===== config.mk =====
export PLATFORM = sky130hd
export DESIGN_NAME = sb_switch_block
export DESIGN_NICKNAME = d
export VERILOG_FILES = /design/src/rtl/sb_pkg.sv /design/src/rtl/sb_cfg_chain.sv /design/src/rtl/sb_track_mux.sv /design/src/rtl/sb_switch_block.sv
export SDC_FILE = /design/constraint.sdc
export NUM_CORES = 1
export LEC_CHECK = 0
export ABC_AREA = 1
export CAP_MARGIN = 20
export CELL_PAD_IN_SITES_DETAIL_PLACEMENT = 1
export CELL_PAD_IN_SITES_GLOBAL_PLACEMENT = 1
export CORE_UTILIZATION = 51
export CTS_CLUSTER_SIZE = 16
export DETAILED_ROUTE_END_ITERATION = 8
export DONT_BUFFER_PORTS = 1
export GPL_TIMING_DRIVEN = 0
export PLACE_DENSITY_LB_ADDON = 0.1
export SLEW_MARGIN = 40
export SYNTH_ARGS = -nofsm -noshare
export SYNTH_HDL_FRONTEND = slang
export SYNTH_SLANG_ARGS = --single-unit

===== constraint.sdc =====
create_clock -name clk -period 2.7 [get_ports clk]
set_input_delay 0.54 -clock clk [delete_from_list [all_inputs] [get_ports clk]]
set_output_delay 0.54 -clock clk [all_outputs]
set_load 0.01 [all_outputs]

===== src/rtl/sb_pkg.sv =====
package sb_pkg;

  typedef enum logic [1:0] {
    SIDE_N = 2'd0,
    SIDE_E = 2'd1,
    SIDE_S = 2'd2,
    SIDE_W = 2'd3
  } side_e;

  localparam int NUM_SIDES = 4;
  localparam int NUM_CAND  = NUM_SIDES - 1;

  // side reached by stepping k positions clockwise from side d
  function automatic int rot_side(input int d, input int k);
    return (d + k) % NUM_SIDES;
  endfunction

  // staggered segment boundary test
  function automatic bit seg_boundary(input int tile_x, input int trk, input int lseg);
    return ((tile_x + trk) % lseg) == 0;
  endfunction

endpackage


===== src/rtl/sb_cfg_chain.sv =====
module sb_cfg_chain #(
  parameter int CFGW = 32
) (
  input  logic            clk,
  input  logic            rst_n,
  input  logic            cfg_en,
  input  logic            cfg_din,
  input  logic            cfg_commit,
  output logic            cfg_dout,
  output logic [CFGW-1:0] active_sel,
  output logic            rst_ok
);

  logic [1:0]      rsync_q;
  logic [CFGW-1:0] chain_q, chain_d;
  logic [CFGW-1:0] shadow_q, shadow_d;

  // reset asserted asynchronously, released on a clock edge
  always_ff @(posedge clk or negedge rst_n) begin
    if (!rst_n) rsync_q <= 2'b00;
    else        rsync_q <= {rsync_q[0], 1'b1};
  end
  assign rst_ok = rsync_q[1];

  always_comb begin
    chain_d  = chain_q;
    shadow_d = shadow_q;
    if (cfg_en)     chain_d  = {chain_q[CFGW-2:0], cfg_din};
    if (cfg_commit) shadow_d = chain_q;
  end

  always_ff @(posedge clk or negedge rst_ok) begin
    if (!rst_ok) begin
      chain_q  <= '0;
      shadow_q <= '0;
    end else begin
      chain_q  <= chain_d;
      shadow_q <= shadow_d;
    end
  end

  assign cfg_dout   = chain_q[CFGW-1];
  assign active_sel = shadow_q;

  assert_shift_in_R7: assert property (@(posedge clk) disable iff (!rst_ok)
    cfg_en |=> chain_q[0] == $past(cfg_din));
  assert_chain_hold_R7: assert property (@(posedge clk) disable iff (!rst_ok)
    !cfg_en |=> $stable(chain_q));
  assert_shadow_hold_R8: assert property (@(posedge clk) disable iff (!rst_ok)
    !cfg_commit |=> $stable(shadow_q));
  assert_commit_R8: assert property (@(posedge clk) disable iff (!rst_ok)
    cfg_commit |=> shadow_q == $past(chain_q));

endmodule


===== src/rtl/sb_track_mux.sv =====
module sb_track_mux #(
  parameter int SELW    = 2,
  parameter bit IS_END  = 1'b1,
  parameter bit TURN_EN = 1'b1
) (
  input  logic [2:0]      cand,   // cand[k-1] = same-index track from side d+k
  input  logic [SELW-1:0] sel,
  output logic            y
);

  generate
    if (IS_END) begin : g_end
      always_comb begin
        unique case (sel)
          SELW'(1): y = cand[0];
          SELW'(2): y = cand[1];
          SELW'(3): y = cand[2];
          default:  y = 1'b0;
        endcase
      end
    end else if (TURN_EN) begin : g_turn
      logic unused_bits;
      assign unused_bits = ^{cand[2], sel[SELW-1:1]};
      assign y = sel[0] ? cand[0] : cand[1];
    end else begin : g_pass
      logic unused_bits;
      assign unused_bits = ^{cand[2], cand[0], sel};
      assign y = cand[1];
    end
  endgenerate

endmodule


===== src/rtl/sb_switch_block.sv =====
module sb_switch_block #(
  parameter int W           = 4,
  parameter int LSEG        = 2,
  parameter int TILE_X      = 0,
  parameter bit CORNER_TURN = 1'b1
) (
  input  logic         clk,
  input  logic         rst_n,
  input  logic         cfg_en,
  input  logic         cfg_din,
  input  logic         cfg_commit,
  output logic         cfg_dout,
  input  logic [W-1:0] trk_in_n,
  input  logic [W-1:0] trk_in_e,
  input  logic [W-1:0] trk_in_s,
  input  logic [W-1:0] trk_in_w,
  output logic [W-1:0] trk_out_n,
  output logic [W-1:0] trk_out_e,
  output logic [W-1:0] trk_out_s,
  output logic [W-1:0] trk_out_w
);
  import sb_pkg::*;

  localparam int SELW  = $clog2(NUM_CAND + 1);
  localparam int NSLOT = NUM_SIDES * W;
  localparam int CFGW  = NSLOT * SELW;

  logic [NUM_SIDES-1:0][W-1:0] tin;
  logic [NUM_SIDES-1:0][W-1:0] tout;
  logic [CFGW-1:0]             active_sel;
  logic                        rst_ok;

  assign tin[SIDE_N] = trk_in_n;
  assign tin[SIDE_E] = trk_in_e;
  assign tin[SIDE_S] = trk_in_s;
  assign tin[SIDE_W] = trk_in_w;

  assign trk_out_n = tout[SIDE_N];
  assign trk_out_e = tout[SIDE_E];
  assign trk_out_s = tout[SIDE_S];
  assign trk_out_w = tout[SIDE_W];

  sb_cfg_chain #(.CFGW(CFGW)) u_chain (
    .clk        (clk),
    .rst_n      (rst_n),
    .cfg_en     (cfg_en),
    .cfg_din    (cfg_din),
    .cfg_commit (cfg_commit),
    .cfg_dout   (cfg_dout),
    .active_sel (active_sel),
    .rst_ok     (rst_ok)
  );

  for (genvar d = 0; d < NUM_SIDES; d++) begin : g_side
    localparam int SRC1 = rot_side(d, 1);
    localparam int SRC2 = rot_side(d, 2);
    localparam int SRC3 = rot_side(d, 3);
    for (genvar t = 0; t < W; t++) begin : g_trk
      localparam bit IS_END = seg_boundary(TILE_X, t, LSEG);
      localparam int SLOT   = d * W + t;
      logic [2:0]      cand;
      logic [SELW-1:0] sel;

      assign cand = {tin[SRC3][t], tin[SRC2][t], tin[SRC1][t]};
      assign sel  = active_sel[SLOT*SELW +: SELW];

      sb_track_mux #(.SELW(SELW), .IS_END(IS_END), .TURN_EN(CORNER_TURN)) u_mux (
        .cand (cand),
        .sel  (sel),
        .y    (tout[d][t])
      );

      if (IS_END) begin : g_chk_end
        // with every same-index source at 0 the output must be 0
        assert_disjoint_R3: assert property (@(posedge clk) disable iff (!rst_ok)
          (tin[SRC1][t] == 1'b0 && tin[SRC2][t] == 1'b0 && tin[SRC3][t] == 1'b0)
          |-> tout[d][t] == 1'b0);
      end else begin : g_chk_mid
        assert_straight_R5: assert property (@(posedge clk) disable iff (!rst_ok)
          (!CORNER_TURN || !sel[0]) |-> tout[d][t] == tin[SRC2][t]);
        assert_turn_R5: assert property (@(posedge clk) disable iff (!rst_ok)
          (CORNER_TURN && sel[0]) |-> tout[d][t] == tin[SRC1][t]);
      end
    end
  end

endmodule


==> out/qor_table.md <==
| Step | Result | This run |
|:---|:---|:---|
| status | Outcome | finished, final reports clean |
| die | Number of rows in the core area | 25 |
| final layout | Final #Nets | 326 |
| clock network | Register clock-pin slew on the reported worst setup and hold paths | 0.07 ns |
| placement | Dpl cells | 360 |
| final layout | Number of diodes added for antenna fixing | 0 |
| worst setup path | Endpoint type of the worst setup path | output port |
| sta | Slew Limit Fails | 0 |
| sta | Total negative slack for setup checks | 0 ns |
| worst hold path | Class of the most critical hold timing path | register to async pin |
| clock network | Clock latency on the worst-skew pair | 0.33 ns |
| clock network | Number of setup buffers added after CTS | 0 |
| synth | Netlist area before placement | 0.00262 sq mm |
| die | Initial Utilization | 54.4% |
| worst setup path | Peak fanout along the critical path | 3 |
| sta | Final clock period utilization by the worst path | 61.4% |
| clock network | Clock sink count | 58 |
| final layout | Final core utilization | 60.6% |
| clock network | Clock buffer count from CTS | 9 |
| route | Routed WL | 6350 microns |
| worst setup path | Type of origin of the critical path | register |
| final layout | Summed area of non-filler cells in the final layout | 0.00292 sq mm |
| die | Die width | 73.7 microns |
| global routing | Remaining global-route overflow | 0 |
| global routing | GRT Resource Usage Total | 27.2% |
| die | Die ar. | 0.00543 sq mm |
| synth | Syn Inst Count | 292 |
| die | DIE HEIGHT | 73.7 microns |
| placement | Area of placed instances | 0.00273 sq mm |
| final layout | Post-route insts no fill | 376 |
| power | Worst ir drop on vdd | 680 uV |
| worst setup path | Worst setup slack for register-to-register paths | 1.97 ns |
| clock network | Clock tree from TritonCTS | built |
| placement | # port buffers | 0 |
| clock network | Clock H-tree levels | 3 |
| sta | Count of final setup violators | 0 |
| synth | Syn. warnings | 0 |
| clock network | CTS root buf | sky130_fd_sc_hd__clkbuf_8 |
| route | DRT Pass-1 Iters | 4 |
| worst setup path | Path depth of the worst reg2reg path | 1 |
| clock network | Bufs on Longest Clock Path | 2 |
| route | Via count of the routed design | 1971 |
| route | DRC violations left | 0 |
| final layout | Relative area change from synthesis to final layout | 11.6% |
| route | DRT antenna net count | 0 |
| sta | Time the worst path needs with I/O delays and setup | 1.66 ns |
| route | Wire per inst | 16.9 microns |
| placement | Final HPWL DP | 4360 microns |
| worst setup path | Critical path class | register to output port |
| placement | Weighted congestion reported at the end of routability-driven placement | 0.724 |
| synth | Mapped Avg Cell Area | 8.97 sq um |
| global routing | Number of global-route vias before repair | 2183 |
| global routing | First-pass GRT wire length | 10500 microns |
| sta | Setup repair after global routing missed its margin | false |
| synth | Sequential area share after synthesis | 55.4% |
| sta | Achievable Freq | 0.603 GHz |
| worst setup path | Required time worst endpoint | 2.16 ns |
| final layout | Fraction of layout cells with a size suffix above 1 | 17.5% |
| worst setup path | Data arrival time of the critical path | 1.12 ns |
| synth | Number of nets produced by synthesis | 313 |
| global routing | Largest net degree at the start of global routing | 31 |
| route | Number of violations reported at the end of detailed-routing iteration 0 | 127 |
| global routing | Antenna violations before repair | 0 |
| power | Leakage | 1.44 nW |
| worst setup path | R2r endpoint | u_chain.chain_q[18] |
| sta | Final-report hold violation count | 0 |
| sta | Worst Skew | 0.00885 ns |
| die | Ports | 38 |
| power | Power, Total | 2.22 mW |
| die | Core area | 0.00482 sq mm |
| flow run | Max-cap violation count | 0 |
| clock network | Cells resized by post-CTS repair | 0 |
| synth | Synth cell types | 14 |
| synth | Post-synthesis sequential element count | 58 |
| worst setup path | Startpoint of the most critical register-to-register path | u_chain.rsync_q[1] |
| power | Power Density | 760 mW/mm^2 |
| route | Via density per instance | 5.24 |
## final cells by class
| cell class | count | area, sq um |
|---|---|---|
| Clock inverter | 3 | 40.0 |
| Fill cell | 589 | 1900 |
| Tap cell | 67 | 83.8 |
| Clock buffer | 12 | 145 |
| Inverter | 41 | 154 |
| Buffer | 28 | 234 |
| Timing Repair Buffer | 2 | 30.0 |
| Sequential cell | 58 | 1460 |
| Multi-Input combinational cell | 165 | 779 |
## registers in the layout, indices dropped and copies added, names as in the netlist
name	flops
u_chain.rsync_q	2
u_chain.active_sel	24
u_chain.chain_q	32
## power breakdown
part	switching (mW)	leakage [nW]	internal, mW
clock network	0.326	0.0962	0.444
logic	0.210	0.655	0.151
registers	0.0949	0.689	0.993
total	0.631	1.44	1.59
## cell usage in the layout (no fill, tap or decap)
master,n
sky130_fd_sc_hd__buf_6,8
sky130_fd_sc_hd__nor2_1,17
sky130_fd_sc_hd__inv_1,41
sky130_fd_sc_hd__dlygate4sd3_1,1
sky130_fd_sc_hd__buf_2,1
sky130_fd_sc_hd__nand2_1,55
sky130_fd_sc_hd__dfrtp_1,57
sky130_fd_sc_hd__nand3_1,32
sky130_fd_sc_hd__conb_1,1
sky130_fd_sc_hd__buf_12,1
sky130_fd_sc_hd__dfrtp_4,1
sky130_fd_sc_hd__clkinv_2,2
sky130_fd_sc_hd__clkbuf_1,3
sky130_fd_sc_hd__o21ai_0,41
sky130_fd_sc_hd__bufinv_16,1
sky130_fd_sc_hd__clkbuf_8,10
sky130_fd_sc_hd__buf_4,18
sky130_fd_sc_hd__a21oi_1,5
sky130_fd_sc_hd__o21ai_1,2
sky130_fd_sc_hd__a21oi_2,12
## synthesized netlist by cell type (all sizes together)
| master | count | area, sq um |
|---|---|---|
| a21oi | 17 | 130 |
| dfrtp | 58 | 1450 |
| nand3 | 32 | 160 |
| o21ai | 43 | 215 |
| inv | 41 | 154 |
| nor2 | 17 | 63.8 |
| clkbuf | 1 | 3.75 |
| conb | 1 | 3.75 |
| nand2 | 55 | 206 |
| buf | 27 | 230 |
## metrics by stage
step                      hold slack [ns]  setup slack (ns)
after CTS                           0.257              1.03
after global placement              0.244             0.305
after floorplan                     0.244             0.966
after global routing                0.275              1.01
final                               0.244              1.04
after detailed placement            0.244              1.27
## worst max path at each step
stage                           startpoint                     end  cells after the start
floorplan               u_chain.rsync_q[1]   u_chain.active_sel[0]                      0
global placement        u_chain.rsync_q[1]  u_chain.active_sel[10]                      0
detailed placement             trk_in_e[3]            trk_out_n[3]                      3
CTS                 u_chain.active_sel[25]            trk_out_w[0]                      4
global route        u_chain.active_sel[29]            trk_out_w[2]                      4
finish              u_chain.active_sel[29]            trk_out_w[2]                      4
## critical path, cell delays in order, from the launching register on
cell and delay, ns:
sky130_fd_sc_hd__dfrtp_1 0.41, sky130_fd_sc_hd__inv_1 0.11, sky130_fd_sc_hd__nand3_1 0.07, sky130_fd_sc_hd__nand3_1 0.08, sky130_fd_sc_hd__buf_4 0.12
## timing repair
action | in CTS | in global routing
endpoints found under the setup margin | 0 | 0
endpoints found under the hold margin | 2 | 0
hold buffers | 1 | 0
## layer usage
metal  wire length (microns)  vias to the layer above  global-route usage, %
met5                       0                        -                      0
li1                        -                      933                      -
met3                     191                       15                   4.53
met2                    3260                       34                   45.8
met4                     146                        0                   13.7
met1                    2760                      989                   33.9
## cells by family after synthesis
logic type | after synthesis | share of synthesized area (%)
simple gates | 104 | 16.4
buf+inv | 69 | 14.8
compound gates | 60 | 13.2
flops | 58 | 55.4
other cells | 1 | 0.143
Note: power is estimated with default switching activity, not from simulation.
